===== config.mk =====
export PLATFORM = sky130hd
export DESIGN_NAME = hdlc_frame_tx
export DESIGN_NICKNAME = d
export VERILOG_FILES = /design/src/rtl/hdlc_tx_pkg.sv /design/src/rtl/hdlc_tx_host_if.sv /design/src/rtl/hdlc_tx_fifo.sv /design/src/rtl/hdlc_tx_fcs.sv /design/src/rtl/hdlc_tx_serializer.sv /design/src/rtl/hdlc_frame_tx.sv
export SDC_FILE = /design/constraint.sdc
export NUM_CORES = 2
export LEC_CHECK = 0
export ABC_AREA = 1
export BUFFER_PORTS_ARGS = -buffer_cell sky130_fd_sc_hd__buf_2
export CORE_MARGIN = 2
export CORE_UTILIZATION = 55
export DETAILED_ROUTE_END_ITERATION = 16
export PLACE_DENSITY = 0.82
export SYNTH_ARGS = -nofsm -noshare
export SYNTH_HDL_FRONTEND = slang
export SYNTH_HIERARCHICAL = 1
export SYNTH_SLANG_ARGS = --single-unit

===== constraint.sdc =====
create_clock -name clk -period 4.3 [get_ports clk]
set_input_delay 1.075 -clock clk [delete_from_list [all_inputs] [get_ports clk]]
set_output_delay 1.075 -clock clk [all_outputs]
set_load 0.01 [all_outputs]

===== src/rtl/hdlc_tx_pkg.sv =====
package hdlc_tx_pkg;
   typedef enum logic [1:0] {
      TX_FLAG = 2'd0,
      TX_DATA = 2'd1,
      TX_FCS  = 2'd2
   } tx_state_e;

   typedef struct packed {
      logic       last;
      logic [7:0] data;
   } fifo_entry_t;

   localparam logic [7:0] FLAG_OCTET = 8'h7E;
endpackage


===== src/rtl/hdlc_tx_host_if.sv =====
module hdlc_tx_host_if
   import hdlc_tx_pkg::*;
#(
   parameter int ADDR_W    = 4,
   parameter int STAGE_ADR = 0,
   parameter int PUSH_ADR  = 1
) (
   input  logic              clk,
   input  logic              rst_n,
   input  logic [ADDR_W-1:0] addr,
   input  logic              wr,
   input  logic [7:0]        wdata,
   output logic              push,
   output fifo_entry_t       push_entry,
   output logic [7:0]        rdata
);
   localparam logic [ADDR_W-1:0] STAGE_A = ADDR_W'(STAGE_ADR);
   localparam logic [ADDR_W-1:0] PUSH_A  = ADDR_W'(PUSH_ADR);

   if (STAGE_ADR == PUSH_ADR) begin : g_bad_map
      $error("stage and push addresses must differ");
   end

   logic [7:0] staged_q;

   always_ff @(posedge clk or negedge rst_n) begin
      if (!rst_n) begin
         staged_q <= 8'h00;
      end else if (wr && addr == STAGE_A) begin
         staged_q <= wdata;
      end
   end

   always_comb begin
      push            = wr && (addr == PUSH_A);
      push_entry.data = staged_q;
      push_entry.last = wdata[0];
   end

   // both host registers are write-only
   assign rdata = 8'h00;
endmodule


===== src/rtl/hdlc_tx_fifo.sv =====
module hdlc_tx_fifo
   import hdlc_tx_pkg::*;
#(
   parameter int DEPTH = 256
) (
   input  logic        clk,
   input  logic        rst_n,
   input  logic        push,
   input  fifo_entry_t push_entry,
   input  logic        pop,
   output fifo_entry_t head,
   output logic        full,
   output logic        empty,
   output logic        msg_ready
);
   localparam int AW = $clog2(DEPTH);
   localparam int CW = AW + 1;
   localparam logic [CW-1:0] DEPTH_C = CW'(DEPTH);

   if (DEPTH < 4 || (1 << AW) != DEPTH) begin : g_bad_depth
      $error("DEPTH must be a power of two of at least 4");
   end

   fifo_entry_t   mem [DEPTH];
   logic [AW-1:0] wr_ptr, rd_ptr;
   logic [CW-1:0] count, msg_count;
   logic          push_ok, pop_ok;

   assign full     = (count == DEPTH_C);
   assign empty    = (count == '0);
   assign push_ok  = push && !full;
   assign pop_ok   = pop && !empty;
   assign head     = mem[rd_ptr];
   assign msg_ready = (msg_count != '0);

   always_ff @(posedge clk) begin
      if (push_ok) begin
         mem[wr_ptr] <= push_entry;
      end
   end

   always_ff @(posedge clk or negedge rst_n) begin
      if (!rst_n) begin
         wr_ptr    <= '0;
         rd_ptr    <= '0;
         count     <= '0;
         msg_count <= '0;
      end else begin
         if (push_ok) wr_ptr <= wr_ptr + 1'b1;
         if (pop_ok)  rd_ptr <= rd_ptr + 1'b1;
         case ({push_ok, pop_ok})
            2'b10:   count <= count + 1'b1;
            2'b01:   count <= count - 1'b1;
            default: count <= count;
         endcase
         case ({push_ok && push_entry.last, pop_ok && head.last})
            2'b10:   msg_count <= msg_count + 1'b1;
            2'b01:   msg_count <= msg_count - 1'b1;
            default: msg_count <= msg_count;
         endcase
      end
   end

   a_r3_no_overflow: assert property (@(posedge clk) disable iff (!rst_n)
      (push && full && !pop) |=> (full && $stable(wr_ptr)));
   a_r9_status_exclusive: assert property (@(posedge clk) disable iff (!rst_n)
      !(full && empty));
   a_r8_pop_not_empty: assert property (@(posedge clk) disable iff (!rst_n)
      pop |-> !empty);
   a_r8_msgs_bounded: assert property (@(posedge clk) disable iff (!rst_n)
      msg_count <= count);
endmodule


===== src/rtl/hdlc_tx_fcs.sv =====
module hdlc_tx_fcs #(
   parameter int FCS_W = 16
) (
   input  logic             clk,
   input  logic             rst_n,
   input  logic             init,
   input  logic             shift,
   input  logic             din,
   output logic [FCS_W-1:0] fcs_next
);
   logic [FCS_W-1:0] poly;
   logic [FCS_W-1:0] crc_q;
   logic [FCS_W-1:0] crc_d;

   if (FCS_W == 16) begin : g_crc16
      assign poly = 16'h8408;
   end else if (FCS_W == 32) begin : g_crc32
      assign poly = 32'hEDB8_8320;
   end else begin : g_bad_width
      assign poly = '0;
      $error("FCS_W must be 16 or 32");
   end

   always_comb begin
      crc_d = crc_q >> 1;
      if (crc_q[0] ^ din) crc_d = crc_d ^ poly;
   end

   // complemented CRC including the bit being shifted this cycle
   assign fcs_next = ~crc_d;

   always_ff @(posedge clk or negedge rst_n) begin
      if (!rst_n) begin
         crc_q <= '1;
      end else if (init) begin
         crc_q <= '1;
      end else if (shift) begin
         crc_q <= crc_d;
      end
   end
endmodule


===== src/rtl/hdlc_tx_serializer.sv =====
module hdlc_tx_serializer
   import hdlc_tx_pkg::*;
#(
   parameter int FCS_W       = 16,
   parameter int CLOSE_FLAGS = 2
) (
   input  logic             clk,
   input  logic             rst_n,
   input  logic             bit_en,
   input  logic             msg_ready,
   input  fifo_entry_t      head,
   output logic             pop,
   output logic             crc_init,
   output logic             crc_shift,
   output logic             crc_din,
   input  logic [FCS_W-1:0] fcs_next,
   output logic             line_bit
);
   localparam int FLW = $clog2(CLOSE_FLAGS + 1);
   localparam int FIW = $clog2(FCS_W);
   localparam logic [FLW-1:0] CLOSE_C = FLW'(CLOSE_FLAGS);
   localparam logic [FIW-1:0] FCS_LAST = FIW'(FCS_W - 1);

   if (CLOSE_FLAGS < 2) begin : g_bad_close
      $error("CLOSE_FLAGS must be at least 2");
   end

   tx_state_e        state;
   logic [2:0]       flag_idx;
   logic [FLW-1:0]   flags_left;
   logic [7:0]       shreg;
   logic             shlast;
   logic [2:0]       bit_idx;
   logic [2:0]       ones;
   logic [FCS_W-1:0] fcs_sh;
   logic [FIW-1:0]   fcs_idx;
   logic             stuff_now;
   logic             data_bit;
   logic             flag_done;

   assign stuff_now = (ones == 3'd5);
   assign data_bit  = shreg[bit_idx];
   assign flag_done = (flag_idx == 3'd7) && (flags_left <= FLW'(1));
   assign crc_din   = data_bit;

   always_comb begin
      pop       = 1'b0;
      crc_init  = 1'b0;
      crc_shift = 1'b0;
      if (bit_en && !stuff_now) begin
         unique case (state)
            TX_FLAG: begin
               if (flag_done && msg_ready) begin
                  pop      = 1'b1;
                  crc_init = 1'b1;
               end
            end
            TX_DATA: begin
               crc_shift = 1'b1;
               if (bit_idx == 3'd7 && !shlast) pop = 1'b1;
            end
            default: ;
         endcase
      end
   end

   always_ff @(posedge clk or negedge rst_n) begin
      if (!rst_n) begin
         state      <= TX_FLAG;
         flag_idx   <= 3'd0;
         flags_left <= FLW'(1);
         shreg      <= 8'h00;
         shlast     <= 1'b0;
         bit_idx    <= 3'd0;
         ones       <= 3'd0;
         fcs_sh     <= '0;
         fcs_idx    <= '0;
         line_bit   <= 1'b0;
      end else if (bit_en) begin
         if (stuff_now) begin
            line_bit <= 1'b0;
            ones     <= 3'd0;
         end else begin
            unique case (state)
               TX_FLAG: begin
                  line_bit <= FLAG_OCTET[flag_idx];
                  ones     <= 3'd0;
                  flag_idx <= flag_idx + 3'd1;
                  if (flag_idx == 3'd7) begin
                     if (flags_left > FLW'(1)) begin
                        flags_left <= flags_left - FLW'(1);
                     end else if (msg_ready) begin
                        state   <= TX_DATA;
                        shreg   <= head.data;
                        shlast  <= head.last;
                        bit_idx <= 3'd0;
                     end
                  end
               end
               TX_DATA: begin
                  line_bit <= data_bit;
                  ones     <= data_bit ? ones + 3'd1 : 3'd0;
                  bit_idx  <= bit_idx + 3'd1;
                  if (bit_idx == 3'd7) begin
                     if (shlast) begin
                        state   <= TX_FCS;
                        fcs_sh  <= fcs_next;
                        fcs_idx <= '0;
                     end else begin
                        shreg  <= head.data;
                        shlast <= head.last;
                     end
                  end
               end
               default: begin
                  line_bit <= fcs_sh[0];
                  ones     <= fcs_sh[0] ? ones + 3'd1 : 3'd0;
                  fcs_sh   <= fcs_sh >> 1;
                  fcs_idx  <= fcs_idx + FIW'(1);
                  if (fcs_idx == FCS_LAST) begin
                     state      <= TX_FLAG;
                     flag_idx   <= 3'd0;
                     flags_left <= CLOSE_C;
                  end
               end
            endcase
         end
      end
   end

   a_r7_run_limit: assert property (@(posedge clk) disable iff (!rst_n)
      ones <= 3'd5);
   a_r10_hold_idle: assert property (@(posedge clk) disable iff (!rst_n)
      !bit_en |=> $stable(line_bit));
   a_r7_stuff_zero: assert property (@(posedge clk) disable iff (!rst_n)
      (bit_en && stuff_now) |=> !line_bit);
   a_r5_fcs_to_flags: assert property (@(posedge clk) disable iff (!rst_n)
      (state == TX_FCS && bit_en && !stuff_now && fcs_idx == FCS_LAST)
      |=> (state == TX_FLAG && flags_left == CLOSE_C));
endmodule


===== src/rtl/hdlc_frame_tx.sv =====
module hdlc_frame_tx
   import hdlc_tx_pkg::*;
#(
   parameter int ADDR_W      = 4,
   parameter int STAGE_ADR   = 0,
   parameter int PUSH_ADR    = 1,
   parameter int DEPTH       = 256,
   parameter int FCS_W       = 16,
   parameter int CLOSE_FLAGS = 2
) (
   input  logic              clk,
   input  logic              rst_n,
   input  logic [ADDR_W-1:0] host_addr,
   input  logic              host_wr,
   input  logic [7:0]        host_wdata,
   output logic [7:0]        host_rdata,
   output logic              fifo_full,
   output logic              fifo_empty,
   input  logic              line_en,
   output logic              line_bit
);
   fifo_entry_t      push_entry, head;
   logic             push, pop, msg_ready;
   logic             crc_init, crc_shift, crc_din;
   logic [FCS_W-1:0] fcs_next;

   hdlc_tx_host_if #(
      .ADDR_W(ADDR_W), .STAGE_ADR(STAGE_ADR), .PUSH_ADR(PUSH_ADR)
   ) u_host (
      .clk(clk), .rst_n(rst_n), .addr(host_addr), .wr(host_wr),
      .wdata(host_wdata), .push(push), .push_entry(push_entry),
      .rdata(host_rdata)
   );

   hdlc_tx_fifo #(.DEPTH(DEPTH)) u_fifo (
      .clk(clk), .rst_n(rst_n), .push(push), .push_entry(push_entry),
      .pop(pop), .head(head), .full(fifo_full), .empty(fifo_empty),
      .msg_ready(msg_ready)
   );

   hdlc_tx_fcs #(.FCS_W(FCS_W)) u_fcs (
      .clk(clk), .rst_n(rst_n), .init(crc_init), .shift(crc_shift),
      .din(crc_din), .fcs_next(fcs_next)
   );

   hdlc_tx_serializer #(.FCS_W(FCS_W), .CLOSE_FLAGS(CLOSE_FLAGS)) u_ser (
      .clk(clk), .rst_n(rst_n), .bit_en(line_en), .msg_ready(msg_ready),
      .head(head), .pop(pop), .crc_init(crc_init), .crc_shift(crc_shift),
      .crc_din(crc_din), .fcs_next(fcs_next), .line_bit(line_bit)
   );
endmodule


==> metrics.txt <==
Distinct cells, synth 44; RSZ-0062 raised after global routing no; Initial Utilization 0.5544; Post-CTS Hold Fix Bufs 0; Tmin final 4109 ps; pin count of the biggest net entering global routing 206; min-delay worst type primary input to async pin; GRT Total Usage 0.2886; DR iter-0 viols 11930; Synth Cell Area 97850 sq um; outcome complete, no violations; Sink Count 2405; FFs w/ async S/R, synth 0.04200; Synth Register Bits between 2000 and 2500; Sum Neg Setup Slack 0 ps; initial antenna violation count 4; max-cap violations 0; layout cell share with drive strength beyond 1 0.1079; post-DR wirelength/cell 24.87 um; Req. time, crit path 5080 ps; Worst path slowest cell dfrtp_4; CP Capture Type register; post-route ant nets 0; cts bufs inserted 224; leak pwr 0.03791 uW; Fmax 243.4 MHz; Switching Fraction 0.3377; Period Utilization, post-route 0.9556; die height around 430 um; Buffers on Ports 18; clk buf depth 3; Final Skew 62.64 ps; Final Hold Vio Count 0; Critical Path Source Type register; VDD IR max 0.4633 mV; crit path DAT 4890 ps; Chip Width 425.8 um; count leader, synth edfxtp_1; Tot Pwr 66090 uW; core area 176500 sq um; R2R cell count 25; CTS tree done; Synth-to-Final Area Change 12.77%; first-pass GRT wire length 396600 um; # rows 154; worst-margin pin slew 1242 ps; Post-synth top flop edfxtp_1; Reg clk slew, reported paths about 70 ps; Seq pwr share 0.418; H-tree Lvls 4; I/O Pins 27; hpwl dp 158700 um; via count of the first global-routing pass 65140; Logic pwr share 0.280; Yosys top cell by area edfxtp_1; vias per cell ~6.3; first drt pass iteration count 9; flop2flop setup slack 190 ps; delay-heaviest family, CP simple AND/OR/NAND/NOR gates; crit path kind register to register; final setup fails 0; reg2reg end u_fifo/msg_count[7]; Mapped Cells 8066; Post-route DRC 0; max-slew violations 0; die area 181300 sq um; area fraction of the dominant cell type after synthesis 0.7071; gr ovfl total 0; slew margin rel. 0.1717; Synth area leaders edfxtp_1, nor2_1, o21ai_0; Final #Nets 8297; NetSw 22320 uW; Synth Warn # 6; CP Max Fanout 30; worst r2r src u_fifo/rd_ptr[0]; synth cell count leaders edfxtp_1, nor2_1, o21ai_0; Pint between 40000 and 50000 uW; final WL 268100 um; GPL Wtd Cong 0.9535; CTS root buf clkbuf_16; Power Density 598.9 nW/um^2; mean post-synth cell area approximately 12 sq um; Post-synth EDFFs 2304; CP peak stage delay 510 ps; sequential-to-total area share from yosys stat 0.7331; Worst-Skew Late Latency approximately 910 ps; Worst Path Buf+Inv 3; DR vias 68180; most frequent CP cell nand3_1; clock share of power 0.303
[layer usage]
layer	GRT usage	routed length, um
met1	0.3888	93200
met4	0.1367	14370
met2	0.4433	122200
met3	0.07245	38260
met5	0	59
[final cells by class]
class | count | area, sq um
flip-flops and latches | 2405 | 71780
fillers | 12170 | 66150
multi-input cells | 4930 | 22980
clock buffers | 267 | 5851
repair buffers | 490 | 4454
well taps | 2340 | 2928
clock inverters | 147 | 1575
inverters | 197 | 773.2
diodes | 4 | 10.01
[worst register-to-register path: cells and delay by family (launching register included)]
| kind | cells | cell delay [ps] |
|---|---|---|
| buffers and inverters | 3 | 570 |
| DFF | 1 | 510 |
| and+or+nand+nor | 15 | 1720 |
| AOI/OAI and AO/OA | 5 | 680 |
| adders and majority gates | 2 | 470 |
[timing repair]
item                                    in CTS  in global routing
gates cloned                                 0                  5
endpoints found under the setup margin       1                  5
gates resized for setup                      1                 17
hold endpoints to repair                     0                  0
buffers inserted                             0                  4
[worst max path at each step]
stage / end / slack [ps] / depth (start not counted) / from
after global routing: u_fifo/count[7] / 20 / 23 / u_fifo/msg_count[1]
after detailed placement: u_fifo/msg_count[7] / 20 / 25 / u_fifo/rd_ptr[0]
final: u_fifo/msg_count[7] / 190 / 25 / u_fifo/rd_ptr[0]
after CTS: u_fifo/msg_count[7] / 70 / 25 / u_fifo/rd_ptr[0]
after global placement: u_fifo/msg_count[7] / 140 / 28 / u_fifo/rd_ptr[0]
after floorplan: u_fifo/mem[0][0] / 310 / 0 / u_host/staged_q[0]
[placed cells by master, fill, tap and decap left out, types with 16 or more instances in the layout]
master / synthesis / final
edfxtp_1: 2304 / 2304
nor2_1: 1770 / 1769
o21ai_0: 1030 / 1028
nand2_1: 839 / 839
nand3_1: 442 / 434
buf_4: 33 / 414
o211ai_1: 261 / 261
clkbuf_16: 0 / 232
inv_1: 182 / 179
o22ai_1: 164 / 164
a21oi_1: 137 / 137
o21ai_1: 123 / 125
dfrtp_1: 84 / 72
buf_12: 0 / 48
clkinv_1: 4 / 42
clkinv_2: 0 / 40
clkbuf_1: 241 / 38
ha_1: 31 / 29
bufinv_16: 0 / 24
nand4_1: 21 / 21
xor2_1: 20 / 20
clkinvlp_4: 0 / 18
dfstp_2: 17 / 17
o31ai_1: 17 / 17
buf_2: 234 / 16
[cell families after synthesis]
logic type,share of synthesized area
compound gates,0.1010
fa+ha+maj,0.004373
xor+xnor,0.002059
other cells,0.00003832
buf+inv,0.03318
flops,0.7331
simple gates,0.1263
[through the flow]
step	cell area, sq um	utilization	cells	setup WS [ps]	hold WS [ps]
floorplan	97880	-	8073	313.1	442.6
global placement	102700	0.5816	10350	135.7	454.7
detailed placement	102700	0.5816	10350	17.61	460.1
CTS	110100	0.6237	10770	70.90	270.8
global route	110300	0.6251	10780	24.17	326.7
finish	110300	0.6252	10780	191.1	279.5
[state kept, by name, indices dropped and copies added, names as in the netlist, 9 cells and up]
name	count
u_ser/fcs_sh	16
u_fifo/msg_count	9
u_fifo/count	9
u_fifo/mem	2304
u_fcs/crc_q	16
[power groups by stage]
| stage | Clock, uW | Sequential [uW] | Combinational, uW |
|---|---|---|---|
| 2_1_floorplan | 0 | 28500 | 10700 |
| 3_3_place_gp | 0 | 28000 | 16800 |
| 3_5_place_dp | 0 | 28100 | 17300 |
| 4_1_cts | 20100 | 27600 | 17600 |
| 5_1_grt | 21000 | 27600 | 19700 |
| 6_report | 20000 | 27600 | 18500 |
Power figures use the tool's default switching activity.
